$ cat src/rtl/eau_pkg.sv
package eau_pkg;

  typedef enum logic [2:0] {
    MODE_PCREL   = 3'd0,
    MODE_BASEOFF = 3'd1,
    MODE_INDIR   = 3'd2,
    MODE_LEA     = 3'd3,
    MODE_VECTOR  = 3'd4,
    MODE_BRANCH  = 3'd5,
    MODE_JREG    = 3'd6,
    MODE_RSVD    = 3'd7
  } eau_mode_e;

  typedef enum logic {
    ST_IDLE = 1'b0,
    ST_PTR  = 1'b1
  } eau_state_e;

endpackage

$ cat src/rtl/eau_ext.sv
module eau_ext #(
  parameter int unsigned IN_W     = 9,
  parameter int unsigned OUT_W    = 16,
  parameter bit          SIGN_EXT = 1'b1
) (
  input  logic [IN_W-1:0]  din,
  output logic [OUT_W-1:0] dout
);

  localparam int unsigned PAD_W = OUT_W - IN_W;

  generate
    if (SIGN_EXT) begin : g_sign
      assign dout = {{PAD_W{din[IN_W-1]}}, din};
    end else begin : g_zero
      assign dout = {{PAD_W{1'b0}}, din};
    end
  endgenerate

endmodule

$ cat src/rtl/eau_addr_gen.sv
module eau_addr_gen
  import eau_pkg::*;
#(
  parameter int unsigned AW          = 16,
  parameter int unsigned LONG_OFS_W  = 9,
  parameter int unsigned SHORT_OFS_W = 6,
  parameter int unsigned VEC_W       = 8
) (
  input  logic [2:0]            mode,
  input  logic [AW-1:0]         pc_inc,
  input  logic [AW-1:0]         base_val,
  input  logic [LONG_OFS_W-1:0] ir_low,
  output logic [AW-1:0]         adder_sum,
  output logic [AW-1:0]         vec_addr
);

  eau_mode_e     mode_e;
  logic [AW-1:0] ofs_long;
  logic [AW-1:0] ofs_short;
  logic [AW-1:0] opnd_a;
  logic [AW-1:0] opnd_b;
  logic          use_base;

  eau_ext #(.IN_W(LONG_OFS_W), .OUT_W(AW), .SIGN_EXT(1'b1)) u_ext_long (
    .din  (ir_low),
    .dout (ofs_long)
  );

  eau_ext #(.IN_W(SHORT_OFS_W), .OUT_W(AW), .SIGN_EXT(1'b1)) u_ext_short (
    .din  (ir_low[SHORT_OFS_W-1:0]),
    .dout (ofs_short)
  );

  eau_ext #(.IN_W(VEC_W), .OUT_W(AW), .SIGN_EXT(1'b0)) u_ext_vec (
    .din  (ir_low[VEC_W-1:0]),
    .dout (vec_addr)
  );

  always_comb begin
    mode_e   = eau_mode_e'(mode);
    use_base = (mode_e == MODE_BASEOFF);
    opnd_a   = use_base ? base_val  : pc_inc;
    opnd_b   = use_base ? ofs_short : ofs_long;
  end

  // Sum is truncated to AW bits: wraps modulo 2^AW.
  assign adder_sum = opnd_a + opnd_b;

endmodule

$ cat src/rtl/eau_top.sv
module eau_top
  import eau_pkg::*;
#(
  parameter int unsigned AW          = 16,
  parameter int unsigned LONG_OFS_W  = 9,
  parameter int unsigned SHORT_OFS_W = 6,
  parameter int unsigned VEC_W       = 8
) (
  input  logic                  clk,
  input  logic                  rst_n,
  input  logic                  start,
  input  logic [2:0]            mode,
  input  logic [AW-1:0]         pc_inc,
  input  logic [LONG_OFS_W-1:0] ir_low,
  input  logic [AW-1:0]         base_val,
  input  logic [AW-1:0]         mem_rdata,
  output logic [AW-1:0]         mar_addr,
  output logic                  addr_valid,
  output logic                  busy,
  output logic [AW-1:0]         pc_next,
  output logic                  pc_load,
  output logic [AW-1:0]         lea_val,
  output logic                  lea_wr
);

  // Reset: asserted asynchronously, released through two flops.
  logic [1:0] rst_sync_q;
  logic       rst_int_n;

  always_ff @(posedge clk or negedge rst_n) begin
    if (!rst_n) rst_sync_q <= 2'b00;
    else        rst_sync_q <= {rst_sync_q[0], 1'b1};
  end
  assign rst_int_n = rst_sync_q[1];

  // Address datapath
  logic [AW-1:0] adder_sum;
  logic [AW-1:0] vec_addr;

  eau_addr_gen #(
    .AW(AW), .LONG_OFS_W(LONG_OFS_W), .SHORT_OFS_W(SHORT_OFS_W), .VEC_W(VEC_W)
  ) u_addr_gen (
    .mode      (mode),
    .pc_inc    (pc_inc),
    .base_val  (base_val),
    .ir_low    (ir_low),
    .adder_sum (adder_sum),
    .vec_addr  (vec_addr)
  );

  // State and result registers
  eau_state_e    state_q,    state_d;
  logic [AW-1:0] mar_q,      mar_d;
  logic [AW-1:0] pc_q,       pc_d;
  logic [AW-1:0] lea_q,      lea_d;
  logic          avld_q,     avld_d;
  logic          pcld_q,     pcld_d;
  logic          leawr_q,    leawr_d;
  logic          mar_en, pc_en, lea_en;
  eau_mode_e     mode_e;
  logic          accept;

  always_comb begin
    mode_e  = eau_mode_e'(mode);
    accept  = start && (state_q == ST_IDLE);
    state_d = state_q;
    mar_d   = mar_q;
    pc_d    = pc_q;
    lea_d   = lea_q;
    avld_d  = 1'b0;
    pcld_d  = 1'b0;
    leawr_d = 1'b0;
    if (state_q == ST_PTR) begin
      mar_d   = mem_rdata;
      avld_d  = 1'b1;
      state_d = ST_IDLE;
    end else if (accept) begin
      unique case (mode_e)
        MODE_PCREL, MODE_BASEOFF: begin
          mar_d  = adder_sum;
          avld_d = 1'b1;
        end
        MODE_INDIR: begin
          mar_d   = adder_sum;
          state_d = ST_PTR;
        end
        MODE_LEA: begin
          lea_d   = adder_sum;
          leawr_d = 1'b1;
        end
        MODE_VECTOR: begin
          mar_d  = vec_addr;
          avld_d = 1'b1;
        end
        MODE_BRANCH: begin
          pc_d   = adder_sum;
          pcld_d = 1'b1;
        end
        MODE_JREG: begin
          pc_d   = base_val;
          pcld_d = 1'b1;
        end
        default: ;
      endcase
    end
  end

  assign mar_en = (mar_d != mar_q);
  assign pc_en  = pcld_d;
  assign lea_en = leawr_d;

  always_ff @(posedge clk or negedge rst_int_n) begin
    if (!rst_int_n) begin
      state_q <= ST_IDLE;
      avld_q  <= 1'b0;
      pcld_q  <= 1'b0;
      leawr_q <= 1'b0;
    end else begin
      state_q <= state_d;
      avld_q  <= avld_d;
      pcld_q  <= pcld_d;
      leawr_q <= leawr_d;
    end
  end

  always_ff @(posedge clk or negedge rst_int_n) begin
    if (!rst_int_n) begin
      mar_q <= '0;
      pc_q  <= '0;
      lea_q <= '0;
    end else begin
      if (mar_en) mar_q <= mar_d;
      if (pc_en)  pc_q  <= pc_d;
      if (lea_en) lea_q <= lea_d;
    end
  end

  assign mar_addr   = mar_q;
  assign addr_valid = avld_q;
  assign busy       = (state_q == ST_PTR);
  assign pc_next    = pc_q;
  assign pc_load    = pcld_q;
  assign lea_val    = lea_q;
  assign lea_wr     = leawr_q;

endmodule

$ cat config.mk
export PLATFORM = sky130hd
export DESIGN_NAME = eau_top
export DESIGN_NICKNAME = d
export VERILOG_FILES = /design/src/rtl/eau_pkg.sv /design/src/rtl/eau_ext.sv /design/src/rtl/eau_addr_gen.sv /design/src/rtl/eau_top.sv
export SDC_FILE = /design/constraint.sdc
export NUM_CORES = 1
export LEC_CHECK = 0
export ABC_CLOCK_PERIOD_IN_PS = 4400
export BUFFER_PORTS_ARGS = -buffer_cell sky130_fd_sc_hd__buf_2
export CAP_MARGIN = 20
export CORE_MARGIN = 3
export CORE_UTILIZATION = 55
export DETAILED_ROUTE_END_ITERATION = 12
export HOLD_SLACK_MARGIN = 0.03
export PLACE_DENSITY = 0.92
export SLEW_MARGIN = 0
export SYNTH_ARGS = -nofsm -noshare
export SYNTH_HDL_FRONTEND = slang
export SYNTH_SLANG_ARGS = --single-unit
export TNS_END_PERCENT = 50
$ cat constraint.sdc
create_clock -name clk -period 4.4 [get_ports clk]
set_input_delay 0.66 -clock clk [delete_from_list [all_inputs] [get_ports clk]]
set_output_delay 0.66 -clock clk [all_outputs]
set_load 0.01 [all_outputs]
After elaboration in Yosys (flattened, before gate mapping)
Index checks and enable logic that the tools add are counted.

word-level totals
  flip-flop bits (word level) = 54
  bits in latches = 0
  memory bits (writable) = 0
  bits in read-only memories = 0
  output and inout port bits = 52
  logic and storage cells = 43
  memories = 0

cells by class
  add/sub/neg operators = 1
  multipliers = 0
  divide/modulo/power cells = 0
  magnitude comparators = 0
  equality and inequality tests = 7
  shift-type cells = 0
  multiplexer cells = 18
  bitwise logic cells = 1
  reductions and logical operators = 8

operators by type and width
  operator                                             number
  2-to-1 mux 16 bit                                    4
  case mux 16 bit (2 select lines)                     2
  adder 16 bit                                         1
  != test 16 bit                                       1
  2-to-1 mux 1 bit                                     12
  equality test 3 bit, second input constant           3
  AND reduction 4 bit                                  2
  equality test 3 x 2 -> 1 bit, second input constant  2
  OR reduction 3 bit                                   2
  equality test 3 x 1 -> 1 bit, second input constant  1
  logical NOT 3 bit                                    1
  nonzero test 2 bit                                   1
  OR reduction 2 bit                                   1
  logical AND 1 bit                                    1
  NOT 1 bit                                            1

Longest topological paths before layout
Gate-level depths: netlist of the first run.

  depth after elaboration = 7
  mapped depth = 17
  gate-level depth less buffers = 13

Hierarchy
A second synthesis of the first run with hierarchy kept.

unflattened totals
  cell total of the unflattened synthesis = 382
  area, all modules = 4108.9 sq um

by module, submodules not included
  module                               instances  cells an instance  area an instance (sq um)  sequential area each (sq um)
  eau_top                              1          170                2473.6                    1351.3
  eau_addr_gen                         1          163                1271.2                    0.0
  eau_ext (u_addr_gen.u_ext_long ...)  2          16                 120.1                     0.0
  eau_ext (u_addr_gen.u_ext_vec)       1          17                 123.9                     0.0

Least setup slack after synthesis of the first run
OpenSTA, ideal clock, no wires.

  kind = input port to flip-flop
  start = in mode[0]
  end = reg mar_q[15] (netlist: mar_addr[15])
  setup time = 0.136 ns
  data arrival time = 3.651 ns
  required time = 4.264 ns
  path slack = 0.612 ns
  stages = 15
  buffers on the path = 4
  cell sequence = buf_4 > nor3b_2 > buf_6 > buf_2 > buf_1 > mux2_2 > ha_1 > a211oi_1 > a21oi_1 > o211ai_1 > o21a_1 > o21ai_1 > mux2i_1 > xnor2_1 > o221ai_2

on the way
  cells in the longest elaborated chain, start to end = 7
  elaborated cells on any way between the ends = 12

RTL lines
  what                                         RTL line                                source
  from (decl)                                  eau_top.sv:12                           input logic [2:0] mode,
  equality test 3 x 1 -> 1 bit                 eau_addr_gen.sv:41, eau_top.sv:78
  2-to-1 mux 16 bit, on equally long branches  eau_addr_gen.sv:42, eau_addr_gen.sv:43
  adder 16 bit                                 eau_addr_gen.sv:47                      assign adder_sum = opnd_a + opnd_b;
  case mux 16 bit (2 select lines) (*)         eau_top.sv:78                           unique case (mode_e)
  2-to-1 mux 16 bit (*)                        eau_top.sv:77                           end else if (accept) begin
  2-to-1 mux 16 bit (*)                        eau_top.sv:73                           if (state_q == ST_PTR) begin
  != test 16 bit                               eau_top.sv:108                          assign mar_en = (mar_d != mar_q);
  to (signal assigned)                         eau_top.sv:132                          if (mar_en) mar_q <= mar_d;
  to (decl)                                    eau_top.sv:53                           logic [AW-1:0] mar_q, mar_d;

Every way passes the cells marked *; elsewhere a longest branch is shown, timed or not.
A chain may end at the register's enable or synchronous reset.

Worst setup path after layout of the first run
Ends and elaborated chain as after synthesis.

==> impl_metrics.ini, run 1 <==
[die]
start_util = 0.591
die_w_um = 84.4
rows = 27
die_area_mm2 = 0.00712
coreArea_mm2 = 0.00571
pin_count = 115
die_h_um = 84.4

[global_routing]
first_global_vias = 3124
grt_usage = 0.261
antenna_found_initial = 1
grt_max_degree = 37
overflow = 0
grt_pass1_wl_mm = 15.1

[yosys]
syn_nets = 450
synth.distinct_cells = 50
synth_commonest_cells = 54 x dfrtp_1, 52 x nand2_1, 38 x o21ai_0
synth_edf_count = 0
ys_seq_area_frac = 0.400
synthArstFlopShare = 1.00
ys.flop_type = dfrtp_1
syn_avg_cell_area_um2 = 9.10
synth_largest_area_cell = dfrtp_1
yosysMostFrequentCell = dfrtp_1
synth_area_mm2 = 0.00338
ys_ff_latch = 54
syn_inst = 371
synth_area_leaders = dfrtp_1 40%, mux2_2 7.3%, nand2_1 5.8%, o21ai_0 5.6%, ha_1 5.6%
yosysWarningCount = 0
netlist.area_leader.share = 0.400

[drt]
route.detailed.drc = 0
drtAntennaViolNets = 0
wl_mm = 9.33
drt_iter0_markers = 121
wl_per_cell_um = 17.0
dr.pass1.iters = 4
vias = 3193
vias_per_cell = 5.83

[critical_path]
reg2reg_setup_slack_ns = 1.62
critPathMaxFanout = 15
cp_data_arrival_time_ns = 3.96
critPathKind = input port to flop
cp.required_ns = 4.57
r2r_end = pc_next[10]
end_kind = flop
startpoint_type = input port
r2r_start = busy
worstRegToRegCells = 5
startpoint = mode[0]
crit_path_end = mar_addr[15]

[place]
gp_congestion = 0.948
port_buffers = 114
dpl.cell_count = 540
hpwl_mm = 7.25

[power]
power_density_mw_per_mm2 = 407
p_leak_nw = 2.02
vdd_ir_drop_max_mv = 0.278

[cts]
clk_pin_slew_worst_paths_ns = 0.10
ctsHoldBuffers = 0
h-tree-depth = 2
post_cts_buffers = 0
cts_resized = 0
clock-root-buffer = clkbuf_8
clock-sinks = 54
cts.path.max_buffers = 2
tritoncts = built
clk-insertion-delay-late_ns = 0.31
cts_inserted_buffers = 5

[finish]
syn2layout_area_growth_pct = 21.5
layout.nets = 554
diodes = 0
fin_cells = 548
drive_above_1_share = 0.317
fillers = 459

[timing]
fmax_mhz = 264
setup_violations = 0
rsz0062_at_grt = false
hold_viol_final = 0
min_period_ns = 3.79
slew_headroom = 0.346
fin_tns_setup_ns = 0
maxSlewViolCount = 0
whs_ns = 0.103
fin_crit_sh = 0.861
worstMarginPinSlew_ns = 0.981
fin_skew_ns = 0.00983

[job]
maxCapViolations = 0

[hold_path]
hold_class = input port to asynchronous set/reset pin

[outcome]
status = finished clean
-- metrics by stage --
stage | instance area, µm² | setup WS [ns] | utilization | power, mW
final | 4100 | 0.611 | 0.718 | 1.67
after global routing | 4100 | 0.421 | 0.718 | 1.78
after CTS | 4100 | 0.663 | 0.718 | 1.68
after detailed placement | 3980 | 0.408 | 0.697 | 1.32
after global placement | 3960 | 0.592 | 0.694 | 1.29
after floorplan | 3380 | 0.612 | - | 1.06
-- layout by cell type (no fill, tap or decap), types with 2 or more instances in the layout --
master    netlist  layout
and3_1          5       5
a31oi_1         7       7
nor3_1          2       2
dfrtp_1        54      53
nand3_1         7       7
and3b_1         3       3
a22oi_1        10      10
o211ai_1        2       2
o21ai_0        38      38
o21bai_1        2       2
mux2_2         22      22
ha_1           15      15
mux2i_1        10      10
inv_1          11      11
buf_2           2     114
o22ai_1         2       2
xor2_1          6       6
or3_1           2       2
nand3b_1        4       4
o21ai_1         5       5
nor2_1         24      24
a21o_1          3       3
a211oi_1        2       2
a21oi_1        24      24
a22o_1          5       5
nand2_1        52      52
clkbuf_8        0       6
o21a_1          2       2
xnor2_1        10      10
nand2b_1        4       4
nor2b_1         3       3
-- area by class of cell --
| type | instances | area [µm²] | area share |
|---|---|---|---|
| clock inverter | 2 | 38.8 | 0.00946 |
| timing repair buffer | 116 | 598 | 0.146 |
| clock buffer | 6 | 82.6 | 0.0201 |
| inverter | 12 | 45.0 | 0.0110 |
| tap | 72 | 90.1 | 0.0220 |
| sequential | 54 | 1350 | 0.330 |
| multi-input combinational | 286 | 1890 | 0.462 |
-- per-layer routing --
metal	global-route usage	part of all wire	up-vias
met5	0	0.0016	-
li1	-	-	1526
met4	0.0633	0.012	2
met1	0.314	0.40	1520
met3	0.0815	0.090	15
met2	0.456	0.50	130
-- state kept, by name, indices dropped and copies added (netlist names) --
| name | flops |
|---|---|
| addr_valid | 1 |
| busy | 1 |
| lea_val | 16 |
| lea_wr | 1 |
| mar_addr | 16 |
| pc_load | 1 |
| pc_next | 16 |
| rst_sync_q | 2 |
-- how the worst min path moves through the flow --
stage | start | to | cells past startpoint | slack (ns)
2_1_floorplan | rst_sync_q[0] | rst_sync_q[1] | 0 | 0.33
3_3_place_gp | rst_sync_q[0] | rst_sync_q[1] | 0 | 0.34
4_1_cts | rst_n | rst_sync_q[1] | 1 | 0.1
6_report | rst_n | rst_sync_q[1] | 1 | 0.10
5_1_grt | rst_n | rst_sync_q[1] | 1 | 0.09
3_5_place_dp | rst_sync_q[1] | mar_addr[14] | 0 | 0.22
-- worst max-delay path, stage by stage --
cell and delay [ns]:
buf_2 0.18, nor3b_4 0.61, buf_4 0.35, mux2_2 0.36, ha_1 0.36, a21oi_1 0.30
o21ai_0 0.19, a21oi_1 0.24, o21ai_1 0.12, mux2i_1 0.15, xnor2_1 0.31, o221ai_2 0.13
-- power breakdown --
part           switching, mW  total, mW  internal [mW]
Clock                  0.170      0.358          0.187
Sequential            0.0738      0.699          0.625
Combinational          0.341      0.612          0.271
Total                  0.585       1.67           1.08
-- logic make-up after synthesis --
kind of cell,Yosys count,share of synthesized area
AO/OA/AOI/OAI,111,0.202
XOR/XNOR,16,0.0415
adder cells (fa/ha/maj),16,0.0615
buffers and inverters,31,0.0408
flip-flops,54,0.400
multiplexers,32,0.103
other,1,0.00111
AND/OR/NAND/NOR,110,0.150
(Power assumes the default switching activity.)
==> inputs of run 2 (changes only) <==
--- a/config.mk
+++ b/config.mk
@@ -7,7 +7,7 @@
 export LEC_CHECK = 0
 export ABC_CLOCK_PERIOD_IN_PS = 4400
 export BUFFER_PORTS_ARGS = -buffer_cell sky130_fd_sc_hd__buf_2
-export CAP_MARGIN = 20
+export CORE_ASPECT_RATIO = 1.75
 export CORE_MARGIN = 3
 export CORE_UTILIZATION = 55
 export DETAILED_ROUTE_END_ITERATION = 12
==> run 2 against run 1 <==
Net effect: setup slack better by 0.12 ns; core utilization is 2.7 points lower; sequential share of layout area hardly changed; maximum frequency is 3.2% higher; critical path type unchanged; largest power group unchanged; clock skew is 0.0032 ns lower; largest cell class unchanged.
==> impl_metrics.ini, run 2 (synthesized netlist as in run 1, its figures left out) <==
[cts]
clk-insertion-delay-late_ns = 0.33
cts.path.max_buffers = 2
clock-sinks = 54
clk_pin_slew_worst_paths_ns = 0.10
cts_resized = 0
ctsHoldBuffers = 0
tritoncts = built
post_cts_buffers = 0
clock-root-buffer = clkbuf_8
h-tree-depth = 2
cts_inserted_buffers = 5

[timing]
hold_viol_final = 0
maxSlewViolCount = 0
fin_skew_ns = 0.00659
fin_crit_sh = 0.834
worstMarginPinSlew_ns = 1.14
setup_violations = 0
fmax_mhz = 272
fin_tns_setup_ns = 0
slew_headroom = 0.241
whs_ns = 0.0999
min_period_ns = 3.67
rsz0062_at_grt = false

[critical_path]
cpMaxStageDelayCell = nor3b_4
critPathKind = input port to flop
critPathMaxStageDelay_ns = 0.62
startpoint_type = input port
path_cells = buf_2 > nor3b_4 > mux2i_1 > inv_1 > ha_1 > a21oi_1 > o21ai_0 > a21oi_1 > o21ai_1 > mux2i_1 > xnor2_1 > o221ai_2
worstRegToRegCells = 6
cp.required_ns = 4.57
critPathMaxFanout = 14
end_kind = flop
cp_data_arrival_time_ns = 3.84

[drt]
vias_per_cell = 5.87
drtAntennaViolNets = 0
vias = 3250
wl_per_cell_um = 17.5
route.detailed.drc = 0
wl_mm = 9.69
drt_iter0_markers = 163
dr.pass1.iters = 5

[global_routing]
grt_max_degree = 53
first_global_vias = 3216
overflow = 0
grt_usage = 0.276
antenna_found_initial = 0
grt_pass1_wl_mm = 14.8

[finish]
drive_above_1_share = 0.317
syn2layout_area_growth_pct = 21.3
layout.nets = 554
final_cell_area_mm2 = 0.00410
final_common_cell = buf_2
final_cell_mix = 114 x buf_2, 53 x dfrtp_1, 52 x nand2_1
diodes = 0

[die]
start_util = 0.570
die_h_um = 110
die_area_mm2 = 0.00715
die_w_um = 65.2
coreArea_mm2 = 0.00593
rows = 37
pin_count = 115

[hold_path]
hold_class = input port to asynchronous set/reset pin

[outcome]
status = finished clean

[place]
gp_congestion = 0.970
port_buffers = 114
hpwl_mm = 7.55
placed_area_mm2 = 0.00398

[job]
maxCapViolations = 0

[power]
vdd_ir_drop_max_mv = 0.351
p_leak_nw = 2.02
power_density_mw_per_mm2 = 410
run 2: cell count changes in the layout (fill, tap and decap cells not counted):
cell,before,now
buf_4,1,2
buf_12,1,0
run 2: cell type report:
class / count / area, µm²
flip-flops and latches: 54 / 1350
inverters: 12 / 45.0
fillers: 509 / 1830
clock inverters: 2 / 38.8
multi-input cells: 286 / 1890
clock buffers: 6 / 82.6
repair buffers: 116 / 586
well taps: 78 / 97.6
run 2: worst paths after layout:
| path | end | start | slack [ns] |
|---|---|---|---|
| setup / recovery | mar_addr[15] | mode[0] | 0.73 |
| min in group clk | rst_sync_q[1] | rst_sync_q[0] | 0.37 |
| hold reg to reg | rst_sync_q[1] | rst_sync_q[0] | 0.37 |
| max in group asynchronous | lea_val[8] | rst_sync_q[1] | 3.20 |
| hold / removal | rst_sync_q[1] | rst_n | 0.1 |
| setup reg to reg | pc_next[14] | busy | 1.53 |
run 2: metal layers:
| metal | GRT usage | routed length (µm) | vias to the layer above | part of all wire |
|---|---|---|---|---|
| met3 | 0.0389 | 550 | 36 | 0.057 |
| li1 | - | - | 1526 | - |
| met5 | 0 | 0 | - | 0 |
| met1 | 0.286 | 3370 | 1549 | 0.35 |
| met4 | 0.168 | 446 | 0 | 0.046 |
| met2 | 0.511 | 5320 | 139 | 0.55 |
run 2: worst max-delay path, delay by kind of cell:
family	cells	cell delay (ns)
compound gates	5	0.93
buf+inv	2	0.36
xor+xnor	1	0.32
mux	2	0.53
fa+ha+maj	1	0.41
simple gates	1	0.62
run 2: stage by stage:
step           instances  total power, mW   util  worst slack [ns]
2_1_floorplan        371             1.06      -             0.612
6_report             554             1.68  0.691             0.730
3_3_place_gp         546             1.30  0.671             0.567
5_1_grt              554             1.78  0.691             0.415
3_5_place_dp         546             1.33  0.671             0.418
4_1_cts              554             1.68  0.691             0.762
run 2: power breakdown:
part	total, mW	switching, mW	internal (mW)
clock network	0.360	0.173	0.187
registers	0.708	0.0825	0.625
logic	0.612	0.342	0.270
total	1.68	0.597	1.08
==> inputs of run 3 (changes only) <==
--- a/config.mk
+++ b/config.mk
@@ -5,14 +5,14 @@
 export SDC_FILE = /design/constraint.sdc
 export NUM_CORES = 1
 export LEC_CHECK = 0
-export ABC_CLOCK_PERIOD_IN_PS = 4400
+export ABC_CLOCK_PERIOD_IN_PS = 3440
 export BUFFER_PORTS_ARGS = -buffer_cell sky130_fd_sc_hd__buf_2
 export CORE_ASPECT_RATIO = 1.75
 export CORE_MARGIN = 3
-export CORE_UTILIZATION = 55
+export CORE_UTILIZATION = 51
 export DETAILED_ROUTE_END_ITERATION = 12
 export HOLD_SLACK_MARGIN = 0.03
-export PLACE_DENSITY = 0.92
+export PLACE_DENSITY = 0.87
 export SLEW_MARGIN = 0
 export SYNTH_ARGS = -nofsm -noshare
 export SYNTH_HDL_FRONTEND = slang
==> constraint.sdc (replaced) <==
create_clock -name clk -period 3.44 [get_ports clk]
set_input_delay 0.516 -clock clk [delete_from_list [all_inputs] [get_ports clk]]
set_output_delay 0.516 -clock clk [all_outputs]
set_load 0.01 [all_outputs]
==> run 3 against run 2 <==
Net effect: sequential power increased by 27%; core utilization decreased by 2.7 points; sequential share of layout area decreased by 0.81 points; highest routed layer unchanged; hold slack improved by 0.20 ns; clock-buffer cell count unchanged; clock power increased by 22%; die area increased by 7.2%; total power increased by 27%; critical path type unchanged; sequential cell count unchanged; setup slack got worse by 0.55 ns; global-route usage decreased by 1.0 points.
==> impl_metrics.ini, run 3 (synthesized netlist as in run 1, its figures left out) <==
[outcome]
status = finished clean

[die]
start_util = 0.534
coreArea_mm2 = 0.00632
die_area_mm2 = 0.00767
die_w_um = 67.5
die_h_um = 114
pin_count = 115
rows = 38

[critical_path]
cp_data_arrival_time_ns = 3.47
end_kind = flop
critPathKind = input port to flop
path_cells = buf_2 > nor3b_4 > buf_4 > mux2_2 > ha_1 > o21ai_0 > a21oi_1 > o211ai_1 > o21a_1 > o21ai_1 > mux2i_1 > xnor2_1 > o221ai_2
critPathMaxFanout = 9
startpoint_type = input port
critical_path.top_delay_family = compound AO/OA/AOI/OAI gates
cpMaxStageDelayCell = nor3b_4
critPathMaxStageDelay_ns = 0.42
crit_buf_inv = 2
cp.required_ns = 3.65

[cts]
tritoncts = built
cts.path.max_buffers = 2
h-tree-depth = 2
clock-root-buffer = clkbuf_8
clk_pin_slew_worst_paths_ns = 0.10
clk-insertion-delay-late_ns = 0.33
clock-sinks = 54
cts_inserted_buffers = 5

[timing]
min_period_ns = 3.26
fin_skew_ns = 0.00553
setup_violations = 0
slew_headroom = 0.545
fin_ws_ns = 0.179
fmax_mhz = 307
fin_tns_setup_ns = 0
hold_viol_final = 0
worstMarginPinSlew_ns = 0.678
rsz0062_at_grt = true
maxSlewViolCount = 0
fin_crit_sh = 0.948

[drt]
vias_per_cell = 5.81
route.detailed.drc = 0
dr.pass1.iters = 5
drt_iter0_markers = 215
vias = 3312
drtAntennaViolNets = 0
wl_mm = 9.74
wl_per_cell_um = 17.1

[power]
power.internal_mw = 1.38
finalPower_mw = 2.14
p_leak_nw = 2.07
vdd_ir_drop_max_mv = 0.329
switching_share = 0.357
power_density_mw_per_mm2 = 510
clockPowerShare = 0.205
p_switching_mw = 0.764
p_seq_frac = 0.419
pwr-share-comb = 0.376

[place]
hpwl_mm = 7.71
port_buffers = 114
gp_congestion = 0.963
pre_cts_ws_ns = -0.161
placed_area_mm2 = 0.00408

[finish]
layout.nets = 568
final_cell_area_mm2 = 0.00420
syn2layout_area_growth_pct = 24.3
final_util = 0.664
drive_above_1_share = 0.333
final_cell_mix = 114 x buf_2, 53 x dfrtp_1, 52 x nand2_1
diodes = 0
final_common_cell = buf_2

[job]
maxCapViolations = 0

[global_routing]
antenna_found_initial = 0
first_global_vias = 3252
grt_pass1_wl_mm = 15.3
grt_max_degree = 30
grt_usage = 0.265
overflow = 0

[hold_path]
hold_class = flop to asynchronous set/reset pin
-- run 3: layout make-up --
class                   count  area [µm²]
inverters                  12        45.0
flip-flops and latches     54        1350
fillers                   513        2120
repair buffers            130         697
multi-input cells         286        1890
clock buffers               6        72.6
clock inverters             2        37.5
well taps                  80         100
-- run 3: repair_timing --
| action | CTS | global route |
|---|---|---|
| gates resized for setup | 0 | 1 |
| endpoints found under the hold margin | 2 | 0 |
| hold buffers | 1 | 0 |
| buffers inserted | 0 | 0 |
| setup endpoints to repair | 0 | 3 |
-- run 3: routing by layer --
| metal | routed length [µm] | GRT usage |
|---|---|---|
| met1 | 3490 | 0.307 |
| met2 | 4930 | 0.433 |
| met3 | 703 | 0.0443 |
| met4 | 617 | 0.180 |
| met5 | 0 | 0.00735 |
-- run 3: per-stage QoR --
step	cells	hold slack, ns
after floorplan	371	0.220
after global placement	561	0.301
after detailed placement	561	0.303
after CTS	570	0.327
after global routing	570	0.364
final	570	0.300
-- run 3: worst paths after layout --
check,start,end,slack (ns),depth (start not counted)
min,rst_sync_q[1],mar_addr[15],0.30,0
max,mode[1],mar_addr[15],0.18,13
min reg2reg,rst_sync_q[1],mar_addr[15],0.30,0
max in group asynchronous,rst_sync_q[1],lea_val[4],2.37,1
max reg2reg,busy,lea_val[4],1.54,6
min in group clk,rst_sync_q[0],rst_sync_q[1],0.36,0
-- run 3: power groups by stage --
stage	Combinational [mW]	Sequential [mW]	Clock (mW)
after detailed placement	0.800	0.909	0
after floorplan	0.380	0.982	0
final	0.804	0.897	0.439
after global placement	0.777	0.905	0
after global routing	0.878	0.919	0.478
after CTS	0.805	0.897	0.443
